**src/rtl/ptp_tc_pkg.sv**
```systemverilog
// Package ptp_tc_pkg: types shared by the time counter modules.
// Assumes: each command bit is handled independently by the sequencer.
package ptp_tc_pkg;

    // One bit per software command.
    typedef struct packed {
        logic init;
        logic update;
        logic addend;
    } ptp_cmd_t;

endpackage

```
**src/rtl/ptp_tc_cmd.sv**
```systemverilog
// ptp_tc_cmd: holds the self-clearing command flags and grants them.
// A request pulse sets its flag. The edge after that acts on it and clears it.
// Init outranks the offset update. A blocked update stays pending.
// Assumes: request pulses are synchronous to clk.
module ptp_tc_cmd
    import ptp_tc_pkg::*;
(
    input  logic     clk,
    input  logic     rst_n,
    input  ptp_cmd_t req,
    output ptp_cmd_t pend,
    output ptp_cmd_t go
);

    // Grant: init wins over update, addend is independent.
    always_comb begin
        go.init   = pend.init;
        go.update = pend.update & ~pend.init;
        go.addend = pend.addend;
    end

    // Pending flags: cleared when granted, set by a new request.
    always_ff @(posedge clk) begin
        if (!rst_n) begin
            pend <= '0;
        end else begin
            pend.init   <= (pend.init   & ~go.init)   | req.init;
            pend.update <= (pend.update & ~go.update) | req.update;
            pend.addend <= (pend.addend & ~go.addend) | req.addend;
        end
    end

    a_r6_init_self_clears: assert property (@(posedge clk) disable iff (!rst_n)
        (pend.init && !req.init) |=> !pend.init);

    a_r7_addend_self_clears: assert property (@(posedge clk) disable iff (!rst_n)
        (pend.addend && !req.addend) |=> !pend.addend);

    a_r10_update_waits_for_init: assert property (@(posedge clk) disable iff (!rst_n)
        (pend.init && pend.update) |=> pend.update);

endmodule

```
**src/rtl/ptp_tc_rate.sv**
```systemverilog
// ptp_tc_rate: decides on which edges the sub-second step is applied.
// In coarse mode it fires every cycle. In fine mode it fires on the carry
// out of an accumulator that adds the active addend every cycle.
// Assumes: the accumulator holds its value while coarse mode is selected.
module ptp_tc_rate #(
    parameter int ACC_W = 32
) (
    input  logic             clk,
    input  logic             rst_n,
    input  logic             fine,
    input  logic [ACC_W-1:0] addend_stage,
    input  logic             load_addend,
    output logic             tick
);

    logic [ACC_W-1:0] acc_q;
    logic [ACC_W-1:0] addend_q;
    logic [ACC_W:0]   acc_sum;

    localparam logic [ACC_W-1:0] HALF = {1'b1, {(ACC_W-1){1'b0}}};

    // Accumulator sum with carry, and the step enable.
    always_comb begin
        acc_sum = {1'b0, acc_q} + {1'b0, addend_q};
        tick    = fine ? acc_sum[ACC_W] : 1'b1;
    end

    // Accumulator register: advances only in fine mode.
    always_ff @(posedge clk) begin
        if (!rst_n)     acc_q <= '0;
        else if (fine)  acc_q <= acc_sum[ACC_W-1:0];
    end

    // Active addend: copied from the staged value on command.
    always_ff @(posedge clk) begin
        if (!rst_n)           addend_q <= '0;
        else if (load_addend) addend_q <= addend_stage;
    end

    a_r7_addend_transfer: assert property (@(posedge clk) disable iff (!rst_n)
        load_addend |=> (addend_q == $past(addend_stage)));

    a_r3_half_addend_no_back_to_back: assert property (@(posedge clk) disable iff (!rst_n)
        (fine && $past(fine) && $past(tick) && addend_q == HALF && $past(addend_q) == HALF)
        |-> !tick);

endmodule

```
**src/rtl/ptp_tc_time.sv**
```systemverilog
// ptp_tc_time: the seconds and sub-second registers.
// Priority per edge: init load, then offset update, then the sub-second step.
// Offsets and steps wrap the sub-second word at the active limit and carry
// or borrow into seconds.
// Assumes: DIG_LIMIT <= 2**SUB_W, and software supplies sub-second values
// below the active limit.
module ptp_tc_time #(
    parameter int SEC_W     = 32,
    parameter int SUB_W     = 31,
    parameter int INC_W     = 8,
    parameter int DIG_LIMIT = 1_000_000_000
) (
    input  logic             clk,
    input  logic             rst_n,
    input  logic             digital,
    input  logic             tick,
    input  logic [INC_W-1:0] inc,
    input  logic             go_init,
    input  logic             go_update,
    input  logic [SEC_W-1:0] upd_sec,
    input  logic [SUB_W-1:0] upd_sub,
    input  logic             upd_neg,
    output logic [SEC_W-1:0] sec_q,
    output logic [SUB_W-1:0] sub_q
);

    localparam int LIM_W = SUB_W + 1;
    localparam logic [LIM_W-1:0] BIN_LIM = {1'b1, {SUB_W{1'b0}}};
    localparam logic [LIM_W-1:0] DIG_LIM = LIM_W'(DIG_LIMIT);

    logic [LIM_W-1:0] lim;
    logic [LIM_W-1:0] off_sum;
    logic [LIM_W-1:0] stp_sum;
    logic             off_ovf;
    logic             stp_ovf;
    logic [SUB_W-1:0] off_sub;
    logic [SUB_W-1:0] stp_sub;
    logic [SEC_W-1:0] off_sec;

    // Active limit, and the wrapped results of an offset and of a step.
    always_comb begin
        lim     = digital ? DIG_LIM : BIN_LIM;
        off_sum = {1'b0, sub_q} + {1'b0, upd_sub};
        off_ovf = (off_sum >= lim);
        off_sub = off_ovf ? SUB_W'(off_sum - lim) : off_sum[SUB_W-1:0];
        off_sec = sec_q + upd_sec + SEC_W'(off_ovf) - SEC_W'(upd_neg);
        stp_sum = {1'b0, sub_q} + LIM_W'(inc);
        stp_ovf = (stp_sum >= lim);
        stp_sub = stp_ovf ? SUB_W'(stp_sum - lim) : stp_sum[SUB_W-1:0];
    end

    // Time registers: load, offset or step, in that priority.
    always_ff @(posedge clk) begin
        if (!rst_n) begin
            sec_q <= '0;
            sub_q <= '0;
        end else if (go_init) begin
            sec_q <= upd_sec;
            sub_q <= upd_sub;
        end else if (go_update) begin
            sec_q <= off_sec;
            sub_q <= off_sub;
        end else if (tick) begin
            sec_q <= sec_q + SEC_W'(stp_ovf);
            sub_q <= stp_sub;
        end
    end

    a_r6_init_loads_time: assert property (@(posedge clk) disable iff (!rst_n)
        go_init |=> (sec_q == $past(upd_sec) && sub_q == $past(upd_sub)));

    a_r9_sub_stays_below_limit: assert property (@(posedge clk) disable iff (!rst_n)
        ($stable(digital) && ({1'b0, $past(sub_q)} < $past(lim)) && !$past(go_init)
         && !($past(go_update) && ({1'b0, $past(upd_sub)} >= $past(lim))))
        |-> ({1'b0, sub_q} < lim));

    a_r11_no_step_on_command: assert property (@(posedge clk) disable iff (!rst_n)
        (go_update && upd_sub == '0 && upd_sec == '0 && !upd_neg)
        |=> (sub_q == $past(sub_q) && sec_q == $past(sec_q)));

endmodule

```
**src/rtl/ptp_tc_snap.sv**
```systemverilog
// ptp_tc_snap: freezes both time words together on a read request so that
// software can read the pair without tearing.
// Assumes: the request is synchronous to clk.
module ptp_tc_snap #(
    parameter int SEC_W = 32,
    parameter int SUB_W = 31
) (
    input  logic             clk,
    input  logic             rst_n,
    input  logic             capture,
    input  logic [SEC_W-1:0] sec_in,
    input  logic [SUB_W-1:0] sub_in,
    output logic [SEC_W-1:0] sec_out,
    output logic [SUB_W-1:0] sub_out
);

    // Snapshot registers: both words captured at the same edge.
    always_ff @(posedge clk) begin
        if (!rst_n) begin
            sec_out <= '0;
            sub_out <= '0;
        end else if (capture) begin
            sec_out <= sec_in;
            sub_out <= sub_in;
        end
    end

    a_r12_coherent_capture: assert property (@(posedge clk) disable iff (!rst_n)
        capture |=> (sec_out == $past(sec_in) && sub_out == $past(sub_in)));

    a_r12_holds_without_request: assert property (@(posedge clk) disable iff (!rst_n)
        !capture |=> ($stable(sec_out) && $stable(sub_out)));

endmodule

```
**src/rtl/ptp_time_counter.sv**
```systemverilog
// ptp_time_counter: top level of the time-of-day counter.
// Connects the command sequencer, the rate generator, the time registers
// and the snapshot stage.
// Assumes: all inputs are synchronous to clk. Bit SUB_W of upd_subsec is
// the subtract flag.
module ptp_time_counter
    import ptp_tc_pkg::*;
#(
    parameter int SEC_W     = 32,
    parameter int SUB_W     = 31,
    parameter int INC_W     = 8,
    parameter int ACC_W     = 32,
    parameter int DIG_LIMIT = 1_000_000_000
) (
    input  logic             clk,
    input  logic             rst_n,
    input  logic             fine_mode,
    input  logic             digital_mode,
    input  logic [INC_W-1:0] sub_inc,
    input  logic [ACC_W-1:0] addend_stage,
    input  logic [SEC_W-1:0] upd_sec,
    input  logic [SUB_W:0]   upd_subsec,
    input  logic             cmd_init,
    input  logic             cmd_update,
    input  logic             cmd_addend,
    input  logic             snap_req,
    output logic             busy_init,
    output logic             busy_update,
    output logic             busy_addend,
    output logic [SEC_W-1:0] time_sec,
    output logic [SUB_W-1:0] time_subsec,
    output logic [SEC_W-1:0] snap_sec,
    output logic [SUB_W-1:0] snap_subsec
);

    ptp_cmd_t req;
    ptp_cmd_t pend;
    ptp_cmd_t go;
    logic     tick;

    // Gather the command requests and expose the pending flags.
    always_comb begin
        req.init    = cmd_init;
        req.update  = cmd_update;
        req.addend  = cmd_addend;
        busy_init   = pend.init;
        busy_update = pend.update;
        busy_addend = pend.addend;
    end

    ptp_tc_cmd u_cmd (
        .clk  (clk),
        .rst_n(rst_n),
        .req  (req),
        .pend (pend),
        .go   (go)
    );

    ptp_tc_rate #(.ACC_W(ACC_W)) u_rate (
        .clk         (clk),
        .rst_n       (rst_n),
        .fine        (fine_mode),
        .addend_stage(addend_stage),
        .load_addend (go.addend),
        .tick        (tick)
    );

    ptp_tc_time #(
        .SEC_W    (SEC_W),
        .SUB_W    (SUB_W),
        .INC_W    (INC_W),
        .DIG_LIMIT(DIG_LIMIT)
    ) u_time (
        .clk      (clk),
        .rst_n    (rst_n),
        .digital  (digital_mode),
        .tick     (tick),
        .inc      (sub_inc),
        .go_init  (go.init),
        .go_update(go.update),
        .upd_sec  (upd_sec),
        .upd_sub  (upd_subsec[SUB_W-1:0]),
        .upd_neg  (upd_subsec[SUB_W]),
        .sec_q    (time_sec),
        .sub_q    (time_subsec)
    );

    ptp_tc_snap #(.SEC_W(SEC_W), .SUB_W(SUB_W)) u_snap (
        .clk    (clk),
        .rst_n  (rst_n),
        .capture(snap_req),
        .sec_in (time_sec),
        .sub_in (time_subsec),
        .sec_out(snap_sec),
        .sub_out(snap_subsec)
    );

endmodule

```
**config.mk**
```make
export PLATFORM = sky130hd
export DESIGN_NAME = ptp_time_counter
export DESIGN_NICKNAME = d
export VERILOG_FILES = /design/src/rtl/ptp_tc_pkg.sv /design/src/rtl/ptp_tc_cmd.sv /design/src/rtl/ptp_tc_rate.sv /design/src/rtl/ptp_tc_time.sv /design/src/rtl/ptp_tc_snap.sv /design/src/rtl/ptp_time_counter.sv
export SDC_FILE = /design/constraint.sdc
export NUM_CORES = 1
export LEC_CHECK = 0
export BUFFER_PORTS_ARGS = -buffer_cell sky130_fd_sc_hd__clkbuf_2
export CAP_MARGIN = 5
export CORE_AREA = 2 2 199 201
export DETAILED_ROUTE_END_ITERATION = 16
export DIE_AREA = 0 0 201 203
export GPL_TIMING_DRIVEN = 0
export PLACE_DENSITY = 0.71
export SLEW_MARGIN = 5
export SYNTH_ARGS = -nofsm -noshare
export SYNTH_HDL_FRONTEND = slang
export SYNTH_SLANG_ARGS = --single-unit
```
**constraint.sdc**
```tcl
create_clock -name clk -period 28.4 [get_ports clk]
set_clock_uncertainty 0.2 [all_clocks]
set_input_delay 5.68 -clock clk [delete_from_list [all_inputs] [get_ports clk]]
set_output_delay 5.68 -clock clk [all_outputs]
set_load 0.01 [all_outputs]
```
==> reports/qor.txt, run 1 <==
Outcome -> finished clean
Most frequent cell after synthesis -> nor2_1
Antenna violations before repair -> 0
Crit Path Class -> input port to flip-flop
Top area cells in the synthesized netlist -> dfxtp_1, ha_1, mux2i_1, nor2_1, xnor2_1
Drc violations -> 0
Cells on worst reg2reg path -> 38
Vias per inst -> 5.85
Die height -> 203 um
CTS resizes -> 0
RSZ-0062 raised after global routing -> false
Peak VDD IR -> 0.0506 mV
Worst reg2reg setup slack -> 18.98 ns
Non-Filler Instances -> 2924
Row count -> 72
Avg Synthesized Cell Area -> 7.89 um2
Final Hold Viols -> 0
Lkg Pwr -> 8.86 nW
Total global routing overflow -> 0
Worst Setup SP -> upd_subsec[0]
Minimum clock period -> 14.25 ns
Slowest stage cell, crit path -> or4b_1
Worst-Skew Late Latency -> 0.51 ns
DP Cell Count -> 2892
CTS H-tree depth -> 4
Flop pwr share -> 28.6%
RePlAce Congestion -> 1.00
FFs w/ async S/R, synth -> 0%
Yosys reg bits -> 193
DR iter-0 viols -> 1627
Synthesized cell area -> 16900 um2
Core ar. -> 38500 um2
Layout Area Growth over Synthesis -> 14.4%
Final Cycle Share -> 50.2%
Initial Utilization -> 43.8%
Clock slew at reported path FFs -> 0.08 ns
First-pass GRT wire length -> 89400 um
Post-synthesis sequential area ratio -> 22.9%
Largest net degree at the start of global routing -> 25
DRT antenna net count -> 0
Yosys warning count -> 0
Clock buffer depth -> 2
Synth top cells by count -> nor2_1, dfxtp_1, inv_1
Share of layout cells above drive strength 1 -> 14.2%
DRT Pass-1 Iters -> 6
Sink Count -> 193
Post-CTS setup repair buffer count -> 0
Synth unique cells -> 104
Sw frac -> 42.8%
Total track usage -> 28.2%
Clock share of power -> 22.1%
Worst hold path depth -> 2
PortBufs -> 238
Worst path arrival time -> 14.42 ns
Root Buffer -> clkbuf_16
Nets -> 2674
CP Launch Type -> input port
MaxCap Viol Count -> 0
R2r endpoint -> u_time.sec_q[30]$_SDFFE_PN0P_
EDFF count, synth -> 0
Final setup vio count -> 0
Post-Route WL -> 58500 um
CP Capture Type -> flip-flop
IO Pins -> 241
Routed wire per std cell -> 20.0 um
Pwr/cell area -> 59.2 nW/um2
Worst-Margin Slew -> 1.12 ns
Combinational fraction of design power -> 49.3%
Diode count -> 0
TritonCTS clock tree -> done
Internal Power -> 0.000653 W
Rel. slew slack -> 25.2%
Yosys top cell by area -> dfxtp_1
Vias in the first global route -> 16.0k
Max stage delay on crit path -> 0.51 ns
Critical path peak fanout -> 10
Die width -> 201 um
FMAX -> 70.2 MHz
Post-synth net total -> 2417
Post-Route Setup TNS -> 0 ns
Top_reg_cell synth -> dfxtp_1
Crit path required time -> 28.57 ns
DR vias -> 17.1k
Num CTS Buffers -> 17
Hold Crit Class -> flip-flop to flip-flop
Final Max Tran Viols -> 0
Synth top area share -> 22.9%
Post-Syn Instances -> 2136
Sw power -> 0.000488 W
HPWL after DPL -> 45700 um
CTS Hold Bufs -> 0
Worst setup endpoint -> u_time.sec_q[30]$_SDFFE_PN0P_
Die area -> 40800 um2
R2r startpoint -> u_time.sub_q[0]$_SDFFE_PN0P_
==> how the worst min path moves through the flow <==
stage | slack [ns] | end | from
after floorplan | 0.25 | u_rate.acc_q[4]$_SDFFE_PN0P_ | u_rate.acc_q[4]$_SDFFE_PN0P_
after global placement | 0.26 | u_rate.acc_q[4]$_SDFFE_PN0P_ | u_rate.acc_q[4]$_SDFFE_PN0P_
after detailed placement | 0.27 | u_rate.acc_q[4]$_SDFFE_PN0P_ | u_rate.acc_q[4]$_SDFFE_PN0P_
after CTS | 0.29 | u_rate.acc_q[4]$_SDFFE_PN0P_ | u_rate.acc_q[4]$_SDFFE_PN0P_
after global routing | 0.32 | u_rate.acc_q[7]$_SDFFE_PN0P_ | u_rate.acc_q[7]$_SDFFE_PN0P_
final | 0.28 | u_rate.acc_q[4]$_SDFFE_PN0P_ | u_rate.acc_q[4]$_SDFFE_PN0P_
==> stage by stage <==
stage	power [W]	cell area (um2)	util [%]	hold WS, ns	setup WS (ns)
finish	0.00114	19300	50.1	0.284	14.15
global route	0.00121	19300	50.1	0.315	13.74
CTS	0.00113	19300	50.1	0.288	14.36
detailed placement	0.000881	18700	48.6	0.268	13.83
global placement	0.000870	18700	48.6	0.261	13.97
floorplan	0.000734	16900	-	0.249	15.34
==> layer usage <==
metal | vias to the layer above | global-route usage [%] | wire [um]
met3 | 128 | 5.44 | 4810
met2 | 813 | 44.6 | 25600
met5 | - | 0 | 0
li1 | 8207 | - | -
met4 | 0 | 12.1 | 2350
met1 | 7943 | 37.5 | 25700
==> critical path, delay by kind of cell <==
family          cells  cell delay (ns)
compound gates     16             3.51
buf+inv             5             0.64
xor+xnor            2             0.30
fa+ha+maj           6             2.07
simple gates       10             2.21
==> logic make-up (layout without fill, tap and decap cells) <==
logic type | Yosys count | in the layout | synth area share (%)
compound gates | 583 | 583 | 23.5
xor+xnor | 156 | 156 | 8.11
fa+ha+maj | 169 | 169 | 12.8
buf+inv | 266 | 536 | 6.41
flops | 193 | 193 | 22.9
mux | 144 | 144 | 8.62
simple gates | 625 | 625 | 17.7
==> layout by cell type, fill, tap and decap left out, types with 13 or more instances in the layout <==
cell type / n
dfxtp_1: 193
nand2b_1: 23
nor2b_1: 19
inv_1: 167
and2_1: 13
clkbuf_1: 66
clkbuf_2: 239
o21a_1: 24
xnor2_1: 109
nor3_1: 35
nor2_1: 257
nand2_1: 120
a31oi_1: 19
a21oi_1: 151
mux2i_1: 141
a211oi_1: 73
o21ai_0: 93
xor2_1: 47
nand4_1: 25
and3_1: 15
ha_1: 164
nand3_1: 52
clkbuf_16: 17
o31ai_1: 14
o211ai_1: 25
a21o_1: 45
==> final cells by class <==
type                    instances  area [um2]
plain buffers                  96         444
clock buffers                  20         447
clock inverters                12         141
fillers                      3801       19200
inverters                     170         638
multi-input cells            1677       11900
flip-flops and latches        193        3860
well taps                     518         648
repair buffers                238        1190
==> state kept, by name, summed over array words and instances, names as in the netlist <==
register	cells
u_time.sub_q	31
u_snap.sec_out	32
u_snap.sub_out	31
u_rate.addend_q	32
u_cmd.go	2
u_rate.acc_q	32
u_cmd.pend	1
u_time.sec_q	32
==> power groups by stage <==
stage	Sequential (W)	Clock, W	Combinational, W
floorplan	0.000327	0	0.000407
global placement	0.000331	0	0.000539
detailed placement	0.000332	0	0.000550
CTS	0.000325	0.000257	0.000553
global route	0.000329	0.000266	0.000616
finish	0.000326	0.000252	0.000563
Note: power is estimated with default switching activity, not from simulation.
==> run 2: changes to the inputs <==
PLACE_DENSITY = 0.73   (was 0.71)
clock period = 12.3 ns   (was 28.4 ns; I/O delays follow)
==> reports/qor.txt, run 2 (synthesized netlist as in run 1, its figures left out) <==
Final Max Tran Viols -> 0
Critical path peak fanout -> 10
First-pass GRT wire length -> 89600 um
CTS Hold Bufs -> 0
Final Cycle Share -> 90.5%
Final Hold Viols -> 0
Initial Utilization -> 43.8%
Worst setup endpoint -> u_time.sec_q[29]$_SDFFE_PN0P_
Sink Count -> 193
Hold Crit Class -> flip-flop to flip-flop
R2r endpoint -> u_time.sec_q[29]$_SDFFE_PN0P_
Most frequent cells in the layout -> nor2_1, clkbuf_2, dfxtp_1
Die area -> 40800 um2
CP Capture Type -> flip-flop
Worst path arrival time -> 11.33 ns
WP depth -> 39
Peak VDD IR -> 0.112 mV
DR iter-0 viols -> 1403
Worst-Margin Slew -> 1.13 ns
Core ar. -> 38500 um2
Layout fillers -> 3822
Layout Area Growth over Synthesis -> 14.6%
Die height -> 203 um
IO Pins -> 241
Register Area -> 3860 um2
Most common cell after layout, fill and taps aside -> nor2_1
Max stage delay on crit path -> 0.54 ns
R2r startpoint -> u_time.sub_q[0]$_SDFFE_PN0P_
PortBufs -> 238
MaxCap Viol Count -> 0
FMAX -> 89.9 MHz
Clock slew at reported path FFs -> 0.08 ns
Post-Route WL -> 58800 um
Worst reg2reg setup slack -> 2.71 ns
TritonCTS clock tree -> done
Num CTS Buffers -> 17
Root Buffer -> clkbuf_16
Rel. slew slack -> 24.6%
Delay-heaviest family, CP -> compound AO/OA/AOI/OAI gates
Final setup vio count -> 0
Minimum clock period -> 11.13 ns
RSZ-0062 raised after global routing -> false
Post-Route Setup TNS -> 0 ns
Routed wire per std cell -> 20.1 um
CP Launch Type -> input port
WHS -> 0.282 ns
Cells on worst reg2reg path -> 38
DRT antenna net count -> 0
Multi-input gate area -> 11900 um2
Row count -> 72
CP dominant cell by count -> ha_1
Total global routing overflow -> 0
DRT Pass-1 Iters -> 6
Die width -> 201 um
Outcome -> finished clean
Post-CTS setup repair buffer count -> 0
Share of layout cells above drive strength 1 -> 14.3%
DR vias -> 17.1k
Clock buffer depth -> 2
Pwr/cell area -> 137 nW/um2
Nets -> 2674
Crit Path Class -> input port to flip-flop
Vias in the first global route -> 16.3k
CTS H-tree depth -> 4
Slowest stage cell, crit path -> a221oi_1
Antenna violations before repair -> 0
Worst-Skew Late Latency -> 0.51 ns
Worst Setup SP -> upd_subsec[0]
Vias per inst -> 5.86
Drc violations -> 0
CP bufs+invs -> 6
Largest net degree at the start of global routing -> 25
Lkg Pwr -> 8.87 nW
Total track usage -> 28.3%
Crit path required time -> 12.50 ns
CTS resizes -> 0
HPWL after DPL -> 46000 um
RePlAce Congestion -> 0.969
## run 2: worst min-delay path by stage
stage | endpoint | start | depth (start not counted)
floorplan | u_rate.acc_q[4]$_SDFFE_PN0P_ | u_rate.acc_q[4]$_SDFFE_PN0P_ | 2
global placement | u_rate.acc_q[4]$_SDFFE_PN0P_ | u_rate.acc_q[4]$_SDFFE_PN0P_ | 2
detailed placement | u_rate.acc_q[4]$_SDFFE_PN0P_ | u_rate.acc_q[4]$_SDFFE_PN0P_ | 2
CTS | u_rate.acc_q[4]$_SDFFE_PN0P_ | u_rate.acc_q[4]$_SDFFE_PN0P_ | 2
global route | u_rate.acc_q[4]$_SDFFE_PN0P_ | u_rate.acc_q[4]$_SDFFE_PN0P_ | 2
finish | u_rate.acc_q[4]$_SDFFE_PN0P_ | u_rate.acc_q[4]$_SDFFE_PN0P_ | 2
## run 2: area by class of cell
| type | instances | share of cell area (%) |
|---|---|---|
| clock buffer | 18 | 2.27 |
| tap | 518 | 3.36 |
| sequential | 193 | 20.0 |
| buffer | 96 | 2.30 |
| inverter | 170 | 3.30 |
| antenna | 1 | 0.0130 |
| clock inverter | 14 | 0.894 |
| multi-input combinational | 1677 | 61.7 |
| timing repair buffer | 238 | 6.17 |
## run 2: worst reg2reg max path, delay by kind of cell, from the launching register on
family	cells	cell delay [ns]
AOI/OAI and AO/OA	18	4.60
xor gates and xnor gates	1	0.15
adders and majority gates	5	1.46
buffers and inverters	5	0.62
DFF	1	0.46
and+or+nand+nor	9	2.01
## run 2: where the power goes
| part | switching, W | total, W | internal (W) |
|---|---|---|---|
| clock | 0.000291 | 0.000602 | 0.000311 |
| sequential | 0.0000743 | 0.000752 | 0.000678 |
| combinational | 0.000762 | 0.00130 | 0.000537 |
## run 2: metal layers
layer / global-route usage [%] / wire length [um]
met5: 0 / 0
met4: 14.0 / 2360
met3: 6.15 / 5000
met2: 45.0 / 26400
met1: 36.2 / 25100
## run 2: through the flow
| step | total power [W] | setup slack, ns | area (um2) | std cells | utilization, % |
|---|---|---|---|---|---|
| 6_report | 0.00265 | 1.17 | 19300 | 2925 | 50.2 |
| 5_1_grt | 0.00281 | 0.919 | 19300 | 2924 | 50.2 |
| 4_1_cts | 0.00264 | 1.44 | 19300 | 2924 | 50.2 |
| 3_5_place_dp | 0.00203 | 0.928 | 18700 | 2892 | 48.6 |
| 3_3_place_gp | 0.00201 | 1.02 | 18700 | 2892 | 48.6 |
| 2_1_floorplan | 0.00170 | 2.46 | 16900 | 2136 | - |
==> run 3: changes to the inputs <==
CTS_BUF_LIST = sky130_fd_sc_hd__clkbuf_16   (was unset)
==> reports/qor.txt, run 3 (synthesized netlist as in run 1, its figures left out) <==
Worst reg2reg setup slack -> 2.71 ns
CP bufs+invs -> 6
Total global routing overflow -> 0
FMAX -> 89.9 MHz
Final Max Tran Viols -> 0
RePlAce Congestion -> 0.969
Initial Utilization -> 43.8%
Post-CTS setup repair buffer count -> 0
CP Launch Type -> input port
Core ar. -> 38500 um2
Die width -> 201 um
R2r startpoint -> u_time.sub_q[0]$_SDFFE_PN0P_
Rel. slew slack -> 25.3%
DR iter-0 viols -> 1403
Peak VDD IR -> 0.112 mV
Drc violations -> 0
Endpoint, Worst Hold -> u_rate.acc_q[4]$_SDFFE_PN0P_
Worst Setup SP -> upd_subsec[0]
Clock buffer depth -> 2
Max stage delay on crit path -> 0.54 ns
CP dominant cell by count -> ha_1
Most frequent cells in the layout -> nor2_1, clkbuf_2, dfxtp_1
Final Cycle Share -> 90.5%
Share of layout cells above drive strength 1 -> 14.3%
Die height -> 203 um
PortBufs -> 238
TritonCTS clock tree -> done
CTS resizes -> 0
Vias in the first global route -> 16.3k
Crit Path Class -> input port to flip-flop
Final Hold Viols -> 0
Die area -> 40800 um2
Most common cell after layout, fill and taps aside -> nor2_1
Worst path arrival time -> 11.33 ns
Layout Area Growth over Synthesis -> 14.5%
Vias per inst -> 5.86
CTS H-tree depth -> 4
Sink Count -> 193
Largest net degree at the start of global routing -> 25
Layout fillers -> 3823
Slowest stage cell, crit path -> a221oi_1
Crit path required time -> 12.50 ns
Post-Route WL -> 58800 um
CP Capture Type -> flip-flop
MaxCap Viol Count -> 0
Cells on worst reg2reg path -> 38
Root Buffer -> clkbuf_16
Final core area utilization -> 50.2%
DR vias -> 17.1k
R2r endpoint -> u_time.sec_q[29]$_SDFFE_PN0P_
DRT Pass-1 Iters -> 6
Nets -> 2674
Delay-heaviest family, CP -> compound AO/OA/AOI/OAI gates
HPWL after DPL -> 46000 um
RSZ-0062 raised after global routing -> false
CTS Hold Bufs -> 0
Clock slew at reported path FFs -> 0.08 ns
First-pass GRT wire length -> 89600 um
Lkg Pwr -> 8.87 nW
Hold Crit Class -> flip-flop to flip-flop
Post-Route Setup TNS -> 0 ns
Pwr/cell area -> 137 nW/um2
Worst-Skew Late Latency -> 0.51 ns
Critical path peak fanout -> 10
Worst-Margin Slew -> 1.12 ns
Antenna violations before repair -> 0
Minimum clock period -> 11.13 ns
Row count -> 72
Num CTS Buffers -> 17
Final setup vio count -> 0
Outcome -> finished clean
Routed wire per std cell -> 20.1 um
DRT antenna net count -> 0
IO Pins -> 241
Total track usage -> 28.3%
Hold path startpoint -> u_rate.acc_q[4]$_SDFFE_PN0P_
Worst hold path depth -> 2
[run 3: cell count changes in the layout (fill, tap and decap cells not counted), sizes merged]
cell,delta
clkinv,+1
clkbuf,-1
[run 3: where the power goes]
group	switching, W	total [W]	internal (W)
Clock	0.000291	0.000596	0.000305
Combinational	0.000761	0.00130	0.000537
Sequential	0.0000743	0.000752	0.000678
Total	0.00113	0.00265	0.00152
[run 3: worst max path at each step]
stage                                    end  slack, ns  cells past startpoint
6_report       u_time.sec_q[29]$_SDFFE_PN0P_       1.17                     39
5_1_grt        u_time.sec_q[29]$_SDFFE_PN0P_       0.92                     39
4_1_cts        u_time.sec_q[29]$_SDFFE_PN0P_       1.44                     39
3_5_place_dp   u_time.sec_q[29]$_SDFFE_PN0P_       0.93                     39
3_3_place_gp   u_time.sec_q[29]$_SDFFE_PN0P_       1.02                     39
2_1_floorplan  u_time.sec_q[25]$_SDFFE_PN0P_       2.46                     38
[run 3: area by class of cell]
class	count	area, um2	share of cell area, %
well taps	518	648	3.36
inverters	170	638	3.31
flip-flops and latches	193	3860	20.0
multi-input cells	1677	11900	61.7
clock inverters	15	176	0.914
diodes	1	2.50	0.0130
repair buffers	238	1190	6.17
plain buffers	96	444	2.30
clock buffers	17	425	2.20
[run 3: worst reg2reg max path: cells and delay by family, from the launching register on]
family | cells | cell delay [ns]
AO/OA/AOI/OAI | 18 | 4.60
XOR/XNOR | 1 | 0.15
adder cells (fa/ha/maj) | 5 | 1.46
buffers and inverters | 5 | 0.62
flip-flops | 1 | 0.46
AND/OR/NAND/NOR | 9 | 2.02
[run 3: routing by layer]
layer | share of wire (%) | wire [um] | GRT usage [%] | up-vias
li1 | - | - | - | 8217
met1 | 43 | 25100 | 36.2 | 8037
met2 | 45 | 26300 | 45.0 | 742
met3 | 8.5 | 5020 | 6.15 | 136
met4 | 4.0 | 2370 | 14.0 | 0
met5 | 0 | 0 | 0 | -
[run 3: stage by stage]
step	cell area, um2	hold WS, ns	setup WS (ns)	power (W)	cells
floorplan	16900	0.249	2.46	0.00170	2136
global placement	18700	0.261	1.02	0.00201	2892
detailed placement	18700	0.269	0.928	0.00203	2892
CTS	19300	0.280	1.44	0.00263	2924
global route	19300	0.295	0.919	0.00281	2924
finish	19300	0.282	1.17	0.00265	2925
